==> config.mk <==
export PLATFORM = sky130hd
export DESIGN_NAME = rtc_shadow_top
export DESIGN_NICKNAME = d
export VERILOG_FILES = /design/src/rtl/rtc_pkg.sv /design/src/rtl/rtc_timebase.sv /design/src/rtl/rtc_busside.sv /design/src/rtl/rtc_alarm_match.sv /design/src/rtl/rtc_irq_ctrl.sv /design/src/rtl/rtc_shadow_top.sv
export SDC_FILE = /design/constraint.sdc
export NUM_CORES = 1
export LEC_CHECK = 0
export BUFFER_PORTS_ARGS = -buffer_cell sky130_fd_sc_hd__buf_2
export CAP_MARGIN = 30
export CORE_AREA = 2 2 174 176
export CTS_CLUSTER_DIAMETER = 30
export DETAILED_ROUTE_END_ITERATION = 10
export DIE_AREA = 0 0 176 178
export HOLD_SLACK_MARGIN = 0.08
export PLACE_DENSITY_LB_ADDON = 0.15
export SYNTH_ARGS = -nofsm -noshare
export SYNTH_HDL_FRONTEND = slang
export SYNTH_HIERARCHICAL = 1
export SYNTH_SLANG_ARGS = --single-unit
==> constraint.sdc <==
create_clock -name clk -period 4.1 [get_ports clk]
set_input_delay 0.615 -clock clk [delete_from_list [all_inputs] [get_ports clk]]
set_output_delay 0.615 -clock clk [all_outputs]
set_load 0.005 [all_outputs]
==> src/rtl/rtc_pkg.sv <==
package rtc_pkg;
  localparam int ADDR_W     = 8;
  localparam int DATA_W     = 32;
  localparam int NUM_IRQ    = 5;
  localparam int NUM_SEC_AL = 2;

  localparam logic [ADDR_W-1:0] OFS_BUSY   = 8'h04;
  localparam logic [ADDR_W-1:0] OFS_SEC    = 8'h08;
  localparam logic [ADDR_W-1:0] OFS_SHADOW = 8'h0C;
  localparam logic [ADDR_W-1:0] OFS_MS     = 8'h10;
  localparam logic [ADDR_W-1:0] OFS_SAL0   = 8'h14;
  localparam logic [ADDR_W-1:0] OFS_MSAL   = 8'h1C;
  localparam logic [ADDR_W-1:0] OFS_MASK   = 8'h28;
  localparam logic [ADDR_W-1:0] OFS_STAT   = 8'h2C;

  // status/mask bit positions; bits 3 and 4 are reserved countdown slots
  localparam int BIT_SAL0 = 0;
  localparam int BIT_MSAL = 2;
endpackage

==> src/rtl/rtc_timebase.sv <==
module rtc_timebase #(
  parameter int TICK_HZ    = 32768,
  parameter int MS_PER_SEC = 1000,
  parameter int SEC_W      = 32,
  localparam int MS_W      = $clog2(MS_PER_SEC)
) (
  input  logic             clk,
  input  logic             rst,
  input  logic             tick_en,
  input  logic             load_en,
  input  logic [SEC_W-1:0] load_val,
  output logic [SEC_W-1:0] sec_o,
  output logic [MS_W-1:0]  ms_o,
  output logic             sec_chg_o,
  output logic             ms_chg_o
);
  localparam int ACC_W = $clog2(TICK_HZ + MS_PER_SEC);
  localparam logic [MS_W-1:0] MS_LAST = MS_W'(MS_PER_SEC - 1);

  logic [ACC_W-1:0] acc_q, acc_n, acc_sum;
  logic [MS_W-1:0]  ms_q, ms_n;
  logic [SEC_W-1:0] sec_q, sec_n;
  logic             sec_chg_q, ms_chg_q;

  assign acc_sum = acc_q + ACC_W'(MS_PER_SEC);

  always_comb begin
    acc_n = acc_q;
    ms_n  = ms_q;
    sec_n = sec_q;
    if (tick_en) begin
      if (acc_sum >= ACC_W'(TICK_HZ)) begin
        acc_n = acc_sum - ACC_W'(TICK_HZ);
        if (ms_q == MS_LAST) begin
          ms_n  = '0;
          sec_n = sec_q + SEC_W'(1);
        end else begin
          ms_n = ms_q + MS_W'(1);
        end
      end else begin
        acc_n = acc_sum;
      end
    end
    if (load_en) sec_n = load_val;
  end

  always_ff @(posedge clk) begin
    if (rst) begin
      acc_q     <= '0;
      ms_q      <= '0;
      sec_q     <= '0;
      sec_chg_q <= 1'b0;
      ms_chg_q  <= 1'b0;
    end else begin
      acc_q     <= acc_n;
      ms_q      <= ms_n;
      sec_q     <= sec_n;
      sec_chg_q <= (sec_n != sec_q);
      ms_chg_q  <= (ms_n != ms_q);
    end
  end

  assign sec_o     = sec_q;
  assign ms_o      = ms_q;
  assign sec_chg_o = sec_chg_q;
  assign ms_chg_o  = ms_chg_q;

  assert_ms_range_R2: assert property (@(posedge clk) disable iff (rst)
    ms_q <= MS_LAST);
  assert_sec_hold_R2: assert property (@(posedge clk) disable iff (rst)
    (!tick_en && !load_en) |=> $stable(sec_q));
  assert_ms_hold_R2: assert property (@(posedge clk) disable iff (rst)
    !tick_en |=> $stable(ms_q));
endmodule

==> src/rtl/rtc_busside.sv <==
module rtc_busside #(
  parameter int SEC_W  = 32,
  parameter int MS_W   = 10,
  parameter int PHASES = 8
) (
  input  logic             clk,
  input  logic             rst,
  input  logic             tick_en,
  input  logic [SEC_W-1:0] core_sec,
  input  logic [MS_W-1:0]  core_ms,
  output logic [SEC_W-1:0] bus_sec_o,
  output logic [MS_W-1:0]  bus_ms_o,
  output logic             busy_o
);
  localparam int PH_W = $clog2(PHASES);
  localparam logic [PH_W-1:0] PH_LAST = PH_W'(PHASES - 1);

  logic [PH_W-1:0]  phase_q;
  logic [SEC_W-1:0] bsec_q;
  logic [MS_W-1:0]  bms_q;
  logic             busy_q;
  logic             copy_now;

  assign copy_now = tick_en && (phase_q == PH_LAST);

  always_ff @(posedge clk) begin
    if (rst) begin
      phase_q <= '0;
      bsec_q  <= '0;
      bms_q   <= '0;
      busy_q  <= 1'b0;
    end else if (tick_en) begin
      phase_q <= copy_now ? '0 : phase_q + PH_W'(1);
      busy_q  <= copy_now;
      if (copy_now) begin
        bsec_q <= core_sec;
        bms_q  <= core_ms;
      end
    end
  end

  assign bus_sec_o = bsec_q;
  assign bus_ms_o  = bms_q;
  assign busy_o    = busy_q;

  assert_busy_on_tick_R4: assert property (@(posedge clk) disable iff (rst)
    $rose(busy_q) |-> $past(tick_en));
  assert_copy_hold_R3: assert property (@(posedge clk) disable iff (rst)
    !tick_en |=> ($stable(bsec_q) && $stable(bms_q) && $stable(busy_q)));
endmodule

==> src/rtl/rtc_alarm_match.sv <==
module rtc_alarm_match #(
  parameter int SEC_W  = 32,
  parameter int MS_W   = 10,
  parameter int NUM_AL = 2
) (
  input  logic [SEC_W-1:0]             sec,
  input  logic                         sec_chg,
  input  logic [MS_W-1:0]              ms,
  input  logic                         ms_chg,
  input  logic [NUM_AL-1:0][SEC_W-1:0] sec_alarm,
  input  logic [MS_W-1:0]              ms_alarm,
  output logic [NUM_AL-1:0]            sec_hit,
  output logic                         ms_hit
);
  for (genvar i = 0; i < NUM_AL; i++) begin : g_sec_cmp
    assign sec_hit[i] = sec_chg && (sec_alarm[i] != '0) && (sec == sec_alarm[i]);
  end

  assign ms_hit = ms_chg && (ms_alarm != '0) && (ms == ms_alarm);
endmodule

==> src/rtl/rtc_irq_ctrl.sv <==
module rtc_irq_ctrl #(
  parameter int NB = 5
) (
  input  logic          clk,
  input  logic          rst,
  input  logic [NB-1:0] set_i,
  input  logic [NB-1:0] clr_i,
  input  logic          mask_we,
  input  logic [NB-1:0] mask_wdata,
  output logic [NB-1:0] status_o,
  output logic [NB-1:0] mask_o,
  output logic          irq_o
);
  logic [NB-1:0] status_q, mask_q;
  logic          irq_q;

  always_ff @(posedge clk) begin
    if (rst) begin
      status_q <= '0;
      mask_q   <= '0;
      irq_q    <= 1'b0;
    end else begin
      status_q <= (status_q & ~clr_i) | set_i;
      if (mask_we) mask_q <= mask_wdata;
      irq_q <= |(status_q & mask_q);
    end
  end

  assign status_o = status_q;
  assign mask_o   = mask_q;
  assign irq_o    = irq_q;

  assert_w1c_R10: assert property (@(posedge clk) disable iff (rst)
    (clr_i[0] && !set_i[0]) |=> !status_q[0]);
  assert_set_unmasked_R11: assert property (@(posedge clk) disable iff (rst)
    set_i[0] |=> status_q[0]);
  assert_mask_gate_R11: assert property (@(posedge clk) disable iff (rst)
    (mask_q == '0) |=> !irq_q);
endmodule

==> src/rtl/rtc_shadow_top.sv <==
module rtc_shadow_top
  import rtc_pkg::*;
#(
  parameter int TICK_HZ    = 32768,
  parameter int MS_PER_SEC = 1000,
  parameter int PHASES     = 8
) (
  input  logic              clk,
  input  logic              rst,
  input  logic              tick_en,
  input  logic [ADDR_W-1:0] bus_addr,
  input  logic              bus_wr,
  input  logic              bus_rd,
  input  logic [DATA_W-1:0] bus_wdata,
  output logic [DATA_W-1:0] bus_rdata,
  output logic              irq
);
  localparam int SEC_W = DATA_W;
  localparam int MS_W  = $clog2(MS_PER_SEC);

  logic [SEC_W-1:0] core_sec, bus_sec, shadow_q;
  logic [MS_W-1:0]  core_ms, bus_ms, msal_q;
  logic             sec_chg, ms_chg, busy, wr_ok;
  logic [NUM_SEC_AL-1:0][SEC_W-1:0] sal_q;
  logic [NUM_SEC_AL-1:0] sec_hit;
  logic             ms_hit;
  logic [NUM_IRQ-1:0] set_vec, clr_vec, status, mask;
  logic [DATA_W-1:0] rd_mux, rdata_q;

  assign wr_ok = bus_wr && !busy;

  rtc_timebase #(.TICK_HZ(TICK_HZ), .MS_PER_SEC(MS_PER_SEC), .SEC_W(SEC_W)) u_time (
    .clk(clk), .rst(rst), .tick_en(tick_en),
    .load_en(wr_ok && (bus_addr == OFS_SEC)), .load_val(bus_wdata),
    .sec_o(core_sec), .ms_o(core_ms), .sec_chg_o(sec_chg), .ms_chg_o(ms_chg)
  );

  rtc_busside #(.SEC_W(SEC_W), .MS_W(MS_W), .PHASES(PHASES)) u_bus (
    .clk(clk), .rst(rst), .tick_en(tick_en),
    .core_sec(core_sec), .core_ms(core_ms),
    .bus_sec_o(bus_sec), .bus_ms_o(bus_ms), .busy_o(busy)
  );

  rtc_alarm_match #(.SEC_W(SEC_W), .MS_W(MS_W), .NUM_AL(NUM_SEC_AL)) u_match (
    .sec(core_sec), .sec_chg(sec_chg), .ms(core_ms), .ms_chg(ms_chg),
    .sec_alarm(sal_q), .ms_alarm(msal_q), .sec_hit(sec_hit), .ms_hit(ms_hit)
  );

  always_comb begin
    set_vec = '0;
    for (int i = 0; i < NUM_SEC_AL; i++) set_vec[BIT_SAL0 + i] = sec_hit[i];
    set_vec[BIT_MSAL] = ms_hit;
  end

  assign clr_vec = (wr_ok && (bus_addr == OFS_STAT)) ? bus_wdata[NUM_IRQ-1:0] : '0;

  rtc_irq_ctrl #(.NB(NUM_IRQ)) u_irq (
    .clk(clk), .rst(rst), .set_i(set_vec), .clr_i(clr_vec),
    .mask_we(wr_ok && (bus_addr == OFS_MASK)), .mask_wdata(bus_wdata[NUM_IRQ-1:0]),
    .status_o(status), .mask_o(mask), .irq_o(irq)
  );

  // alarm compare registers
  for (genvar i = 0; i < NUM_SEC_AL; i++) begin : g_sal
    localparam logic [ADDR_W-1:0] OFS_I = OFS_SAL0 + ADDR_W'(4 * i);
    always_ff @(posedge clk) begin
      if (rst) sal_q[i] <= '0;
      else if (wr_ok && (bus_addr == OFS_I)) sal_q[i] <= bus_wdata;
    end
  end

  always_ff @(posedge clk) begin
    if (rst) msal_q <= '0;
    else if (wr_ok && (bus_addr == OFS_MSAL)) msal_q <= bus_wdata[MS_W-1:0];
  end

  // shadow seconds captured on a milliseconds read
  always_ff @(posedge clk) begin
    if (rst) shadow_q <= '0;
    else if (bus_rd && (bus_addr == OFS_MS)) shadow_q <= bus_sec;
  end

  always_comb begin
    rd_mux = '0;
    for (int i = 0; i < NUM_SEC_AL; i++)
      if (bus_addr == OFS_SAL0 + ADDR_W'(4 * i)) rd_mux = sal_q[i];
    case (bus_addr)
      OFS_BUSY:   rd_mux = DATA_W'(busy);
      OFS_SEC:    rd_mux = bus_sec;
      OFS_SHADOW: rd_mux = shadow_q;
      OFS_MS:     rd_mux = DATA_W'(bus_ms);
      OFS_MSAL:   rd_mux = DATA_W'(msal_q);
      OFS_MASK:   rd_mux = DATA_W'(mask);
      OFS_STAT:   rd_mux = DATA_W'(status);
      default:    ;
    endcase
  end

  always_ff @(posedge clk) begin
    if (rst) rdata_q <= '0;
    else if (bus_rd) rdata_q <= rd_mux;
  end

  assign bus_rdata = rdata_q;

  assert_drop_busy_R6: assert property (@(posedge clk) disable iff (rst)
    (bus_wr && busy) |=> ($stable(sal_q) && $stable(msal_q) && $stable(mask)));
  assert_shadow_R5: assert property (@(posedge clk) disable iff (rst)
    (bus_rd && (bus_addr == OFS_MS)) |=> (shadow_q == $past(bus_sec)));
  assert_rdata_hold_R12: assert property (@(posedge clk) disable iff (rst)
    !bus_rd |=> $stable(rdata_q));
endmodule

Word-level counts from Yosys, hierarchy flattened

Cells that the tools add are included.

Output and inout port bits: 33
Flip-flop bits (word level): 255
Input port bits: 45

Bitwise gates (word level): 4
$lt $le $gt $ge: 1
Eq/ne operators: 16
Multiplexer cells: 13
Add/sub/neg operators: 5
Reduce and logical (&&, ||, !) cells: 21

Operators by type and width:

| kind                   | count |
|---|---|
| $pmux 32 s7            | 1 |
| $mux 32                | 6 |
| $eq 32x32->1           | 2 |
| $reduce_bool 32->1     | 2 |
| $add 32x1->32 const B  | 1 |
| $eq 8x5->1 const B     | 4 |
| $ne 32x32->1           | 1 |
| $mux 10                | 3 |
| $add 16x10->16 const B | 1 |
| $eq 8x4->1 const B     | 2 |
| $eq 8x6->1 const B     | 2 |
| $ge 16x16->1 const B   | 1 |
| $mux 16                | 1 |
| $sub 16x16->16 const B | 1 |
| $logic_and 1x1->1      | 15 |
| $add 10x1->10 const B  | 1 |
| $and 5x5->5            | 2 |
| $eq 10x10->1           | 1 |
| $eq 10x10->1 const B   | 1 |
| $ne 10x10->1           | 1 |
| $reduce_bool 10->1     | 1 |
| $eq 8x3->1 const B     | 1 |
| $mux 5                 | 1 |
| $not 5->5              | 1 |
| 7 further kinds        | 7 |

Depth between registers and ports, before layout

Depth after elaboration: 7
Mapped depth: 12
Mapped depth without buffers: 8

Modules after synthesis

Netlist, hierarchy kept.

By module, submodules not included:

| module          | cells an instance | instances | area an instance (um^2) | sequential area each (um^2) |
|---|---|---|---|---|
| rtc_shadow_top  | 733               | 1         | 5,933.2                 | 2,762.6 |
| rtc_timebase    | 454               | 1         | 3,681.0                 | 1,141.1 |
| rtc_busside     | 209               | 1         | 2,159.6                 | 920.9 |
| rtc_alarm_match | 127               | 1         | 973.4                   | 0.0 |
| rtc_irq_ctrl    | 41                | 1         | 399.1                   | 220.2 |

Least setup slack after synthesis

Ideal clock, no wire load.

Path type: input to register
Start: input bus_addr[3]
End: register u_time.sec_q[20], in the netlist u_time/sec_o[20]
Stages: 11
Required time: 3.988 ns
Buffers on the path: 5
Arrival: 2.910 ns
Library setup time: 0.112 ns
Setup slack: 1.077 ns
Path through: buf_4 > nor3b_4 > nand2_2 > nor3_4 > buf_6 > and2_1 > clkbuf_1 > clkbuf_1 > clkbuf_1 > nor2_1 > a2111oi_1

Longest elaborated chain between the ends: 3

RTL lines:

| element              | line                 | source |
|---|---|---|
| from (decl)          | rtc_shadow_top.sv:11 | `input logic [ADDR_W-1:0] bus_addr,` |
| $eq 8x4->1           | rtc_shadow_top.sv:34 | `.load_en(wr_ok && (bus_addr == OFS_SEC)), .load_val(bus_wdata),` |
| $logic_and 1x1->1    | rtc_shadow_top.sv:34 |  |
| $mux 32              | rtc_timebase.sv:44   | `if (load_en) sec_n = load_val;` |
| to (signal assigned) | rtc_timebase.sv:57   | `sec_q <= sec_n;` |
| to (decl)            | rtc_timebase.sv:22   | `logic [SEC_W-1:0] sec_q, sec_n;` |

No other way between the ends.
A chain may end at the register's enable or synchronous reset.

Final worst setup path

Start: register u_time.ms_q[1], in the netlist u_time/ms_o[1]
End: register u_time.sec_q[27], in the netlist u_time/sec_o[27]

Longest elaborated chain between the ends: 5

RTL lines:

| element                | line               | source |
|---|---|---|
| from (decl)            | rtc_timebase.sv:21 | `logic [MS_W-1:0] ms_q, ms_n;` |
| from (signal assigned) | rtc_timebase.sv:56 | `ms_q <= ms_n;` |
| $eq 10x10->1           | rtc_timebase.sv:34 | `if (ms_q == MS_LAST) begin` |
| $mux 32                | rtc_timebase.sv:34 |  |
| $mux 32                | rtc_timebase.sv:32 | `if (acc_sum >= ACC_W'(TICK_HZ)) begin` |
| $mux 32                | rtc_timebase.sv:31 | `if (tick_en) begin` |
| $mux 32                | rtc_timebase.sv:44 |  |

No other way between the ends.

==> results_dict.tcl <==
set metrics [dict create \
    critical_path_required_ns 4.53 \
    post_synth_num_cell_types 74 \
    drv_cap 0 \
    synthFlopType "dfxtp_1" \
    hold_slack_ns 0.3717 \
    grt_pass1_wl_mm 66.40 \
    grt_max_degree 88 \
    area_delta_synth_final_pct 20.91 \
    place_ws_ns 1.020 \
    whs_endpoint "sal_q[60]" \
    hold_buffers 0 \
    synth_edf_count 0 \
    final_cell_mix "dfxtp_1 (252), nand2_1 (218), a21oi_1 (154)" \
    cts_buffer_depth 3 \
    synth_seq_cells 252 \
    clock_latency_ns 0.55 \
    clk_pin_slew_ns 0.04 \
    fin_area_sq_um 15900 \
    reg2reg_depth 7 \
    worst_ir_drop_vdd_uv 318.0 \
    synth_area_sq_um 13150 \
    finalCritPeriodShare_pct 67.67 \
    vias_per_cell 5.961 \
    nets 1657 \
    power.density_nw_per_um2 512.7 \
    grt_pass1_vias 11650 \
    post_cts_buffers 0 \
    placed_cell_area_sq_um 13550 \
    r2r_end "u_time/sec_o[27]" \
    die_area_sq_um 31330 \
    critical_path.startpoint_type "flop" \
    wire_per_inst_microns 20.68 \
    ant_nets 0 \
    ys_seq_area_share_pct 38.37 \
    drt_iter0_markers 1408 \
    arrival_ns 3.20 \
    num_antenna_cells 0 \
    nFillCells 2750 \
    die_h_microns 178 \
    finish.utilization_pct 54.06 \
    rsz0062_at_grt "no" \
    htreeDepth 3 \
    syn_avg_cell_area_sq_um 8.406 \
    hold_start "bus_wdata[28]" \
    fin_crit_ns 2.775 \
    maxSlewHeadroom_pct 38.57 \
    io_buffers 77 \
    initial_utilization_pct 44.71 \
    whs_path_depth 3 \
    dr.pass1.iters 8 \
    hold_class "input port to flop" \
    antenna_found_initial 0 \
    setup_viol 0 \
    clock_sinks 252 \
    crit_fanout 23 \
    fin_setup_tns_ns 0 \
    dieWidth_microns 176 \
    fin_ws_ns 1.325 \
    status "completed" \
    ys_warn_count 6 \
    hold_viol_final 0 \
    tritoncts "yes" \
    fmaxAchievable_mhz 360.4 \
    finalWirelength_mm 42.34 \
    gr-total-overflow 0 \
    cp_cell_sequence "ha_1 > nand3_1 > nor4_2 > mux2i_4 > buf_4 > o41a_1 > a2111oi_1" \
    rrSetupSlack_ns 1.33 \
    gp_congestion 0.9131 \
    r2r-start "u_time/ms_o[1]" \
    final_common_cell "dfxtp_1" \
    core_sq_um 29400 \
    io-pin-count 78 \
    timing.setup.critical_path_class "flop to flop" \
    cts_buffers 66 \
    cts_resized 0 \
    dpl.hpwl_mm 28.19 \
    synthArstFlopShare_pct 0 \
    worstMarginPinSlew_ns 0.9215 \
    clock_skew_ns 0.01699 \
    grt_usage_pct 26.89 \
    drc 0 \
    p_leak_uw 0.005818 \
    cp_slowest_cell "dfxtp_1" \
    drive_gt1_share_pct 17.86 \
    drv_slew 0 \
    multi_input_area_sq_um 7365 \
    max_stage_delay_ns 0.43 \
    rows 63 \
    vias 12200 \
    clockRootBuffer "clkbuf_16" \
    seqCellArea_sq_um 5045 \
    syn-instance-count 1564 \
    cp-end-kind "flop" \
]
report_power, final:
part           leakage [uW]  internal, uW  switching (uW)  total, uW
Clock               0.00113          3740            1560       5290
Sequential          0.00204          2500            40.3       2540
Combinational       0.00265           107             214        322
layout make-up:
| class | instances | area share [%] |
|---|---|---|
| Multi-Input combinational cell | 1165 | 46.33 |
| Sequential cell | 252 | 31.74 |
| Clock buffer | 90 | 12.23 |
| Timing Repair Buffer | 100 | 3.770 |
| Tap cell | 390 | 3.070 |
| Clock inverter | 28 | 2.338 |
| Inverter | 22 | 0.5195 |
worst max path at each step:
stage | slack (ns) | endpoint | from
2_1_floorplan | 1.08 | u_time/sec_o[20] | bus_addr[3]
3_3_place_gp | 1.09 | u_time/sec_o[12] | bus_addr[3]
3_5_place_dp | 1.02 | u_time/sec_o[12] | bus_addr[3]
4_1_cts | 1.31 | u_time/sec_o[27] | u_time/ms_o[0]
5_1_grt | 1.10 | u_time/sec_o[27] | u_time/ms_o[1]
6_report | 1.33 | u_time/sec_o[27] | u_time/ms_o[1]
synth_stat cells, types with 18 or more instances:
| master | number | share of area (%) |
|---|---|---|
| dfxtp_1 | 252 | 38 |
| nand2_1 | 218 | 6.2 |
| a21oi_1 | 154 | 5.9 |
| nor2_1 | 102 | 2.9 |
| nand3_1 | 93 | 3.5 |
| xor2_1 | 88 | 5.9 |
| clkbuf_1 | 62 | 1.8 |
| a22oi_1 | 51 | 2.9 |
| nor4_1 | 48 | 2.3 |
| a21bo_2 | 36 | 2.7 |
| a311oi_1 | 34 | 2.3 |
| buf_2 | 34 | 1.3 |
| nand4_1 | 33 | 1.6 |
| xnor2_1 | 31 | 2.1 |
| inv_1 | 21 | 0.60 |
| o21ai_0 | 18 | 0.69 |
sequential cells by signal, summed over array words and instances (netlist names):
name	cells
u_bus/bus_ms_o	10
u_time/sec_o	32
u_bus/busy_o	1
u_time/sec_chg_o	1
u_irq/mask_o	5
u_time/ms_o	10
u_irq/status_o	5
u_time/ms_chg_o	1
bus_rdata	32
shadow_q	32
msal_q	10
u_irq/irq_o	1
sal_q	64
u_time/acc_q	13
u_bus/phase_q	3
u_bus/bus_sec_o	32
metrics by stage:
stage | total power (uW) | cells
2_1_floorplan | 2769 | 1565
3_3_place_gp | 2893 | 1928
3_5_place_dp | 2894 | 1928
4_1_cts | 8204 | 2046
5_1_grt | 8383 | 2047
6_report | 8150 | 2047
worst max-delay path: cells and delay by family (launching register included):
family / cells / cell delay [ns]
AO/OA/AOI/OAI: 2 / 0.74
adder cells (fa/ha/maj): 1 / 0.29
buffers and inverters: 1 / 0.29
flip-flops: 1 / 0.43
multiplexers: 1 / 0.29
AND/OR/NAND/NOR: 2 / 0.61
cell families after synthesis:
group | share of synthesized area, %
simple gates | 24.31
compound gates | 21.73
flops | 38.37
buf+inv | 5.834
xor+xnor | 7.928
mux | 1.323
fa+ha+maj | 0.4759
other cells | 0.02853
per-layer routing:
layer	vias up	wire length [microns]	share of wire (%)	GRT usage, %
li1	5793	-	-	-
met1	5838	20120	48	39.32
met2	507	18090	43	40.21
met3	64	3225	7.6	4.561
met4	0	910	2.1	8.678
met5	-	0	0	0
No activity file was read; power rests on OpenSTA's default activity.
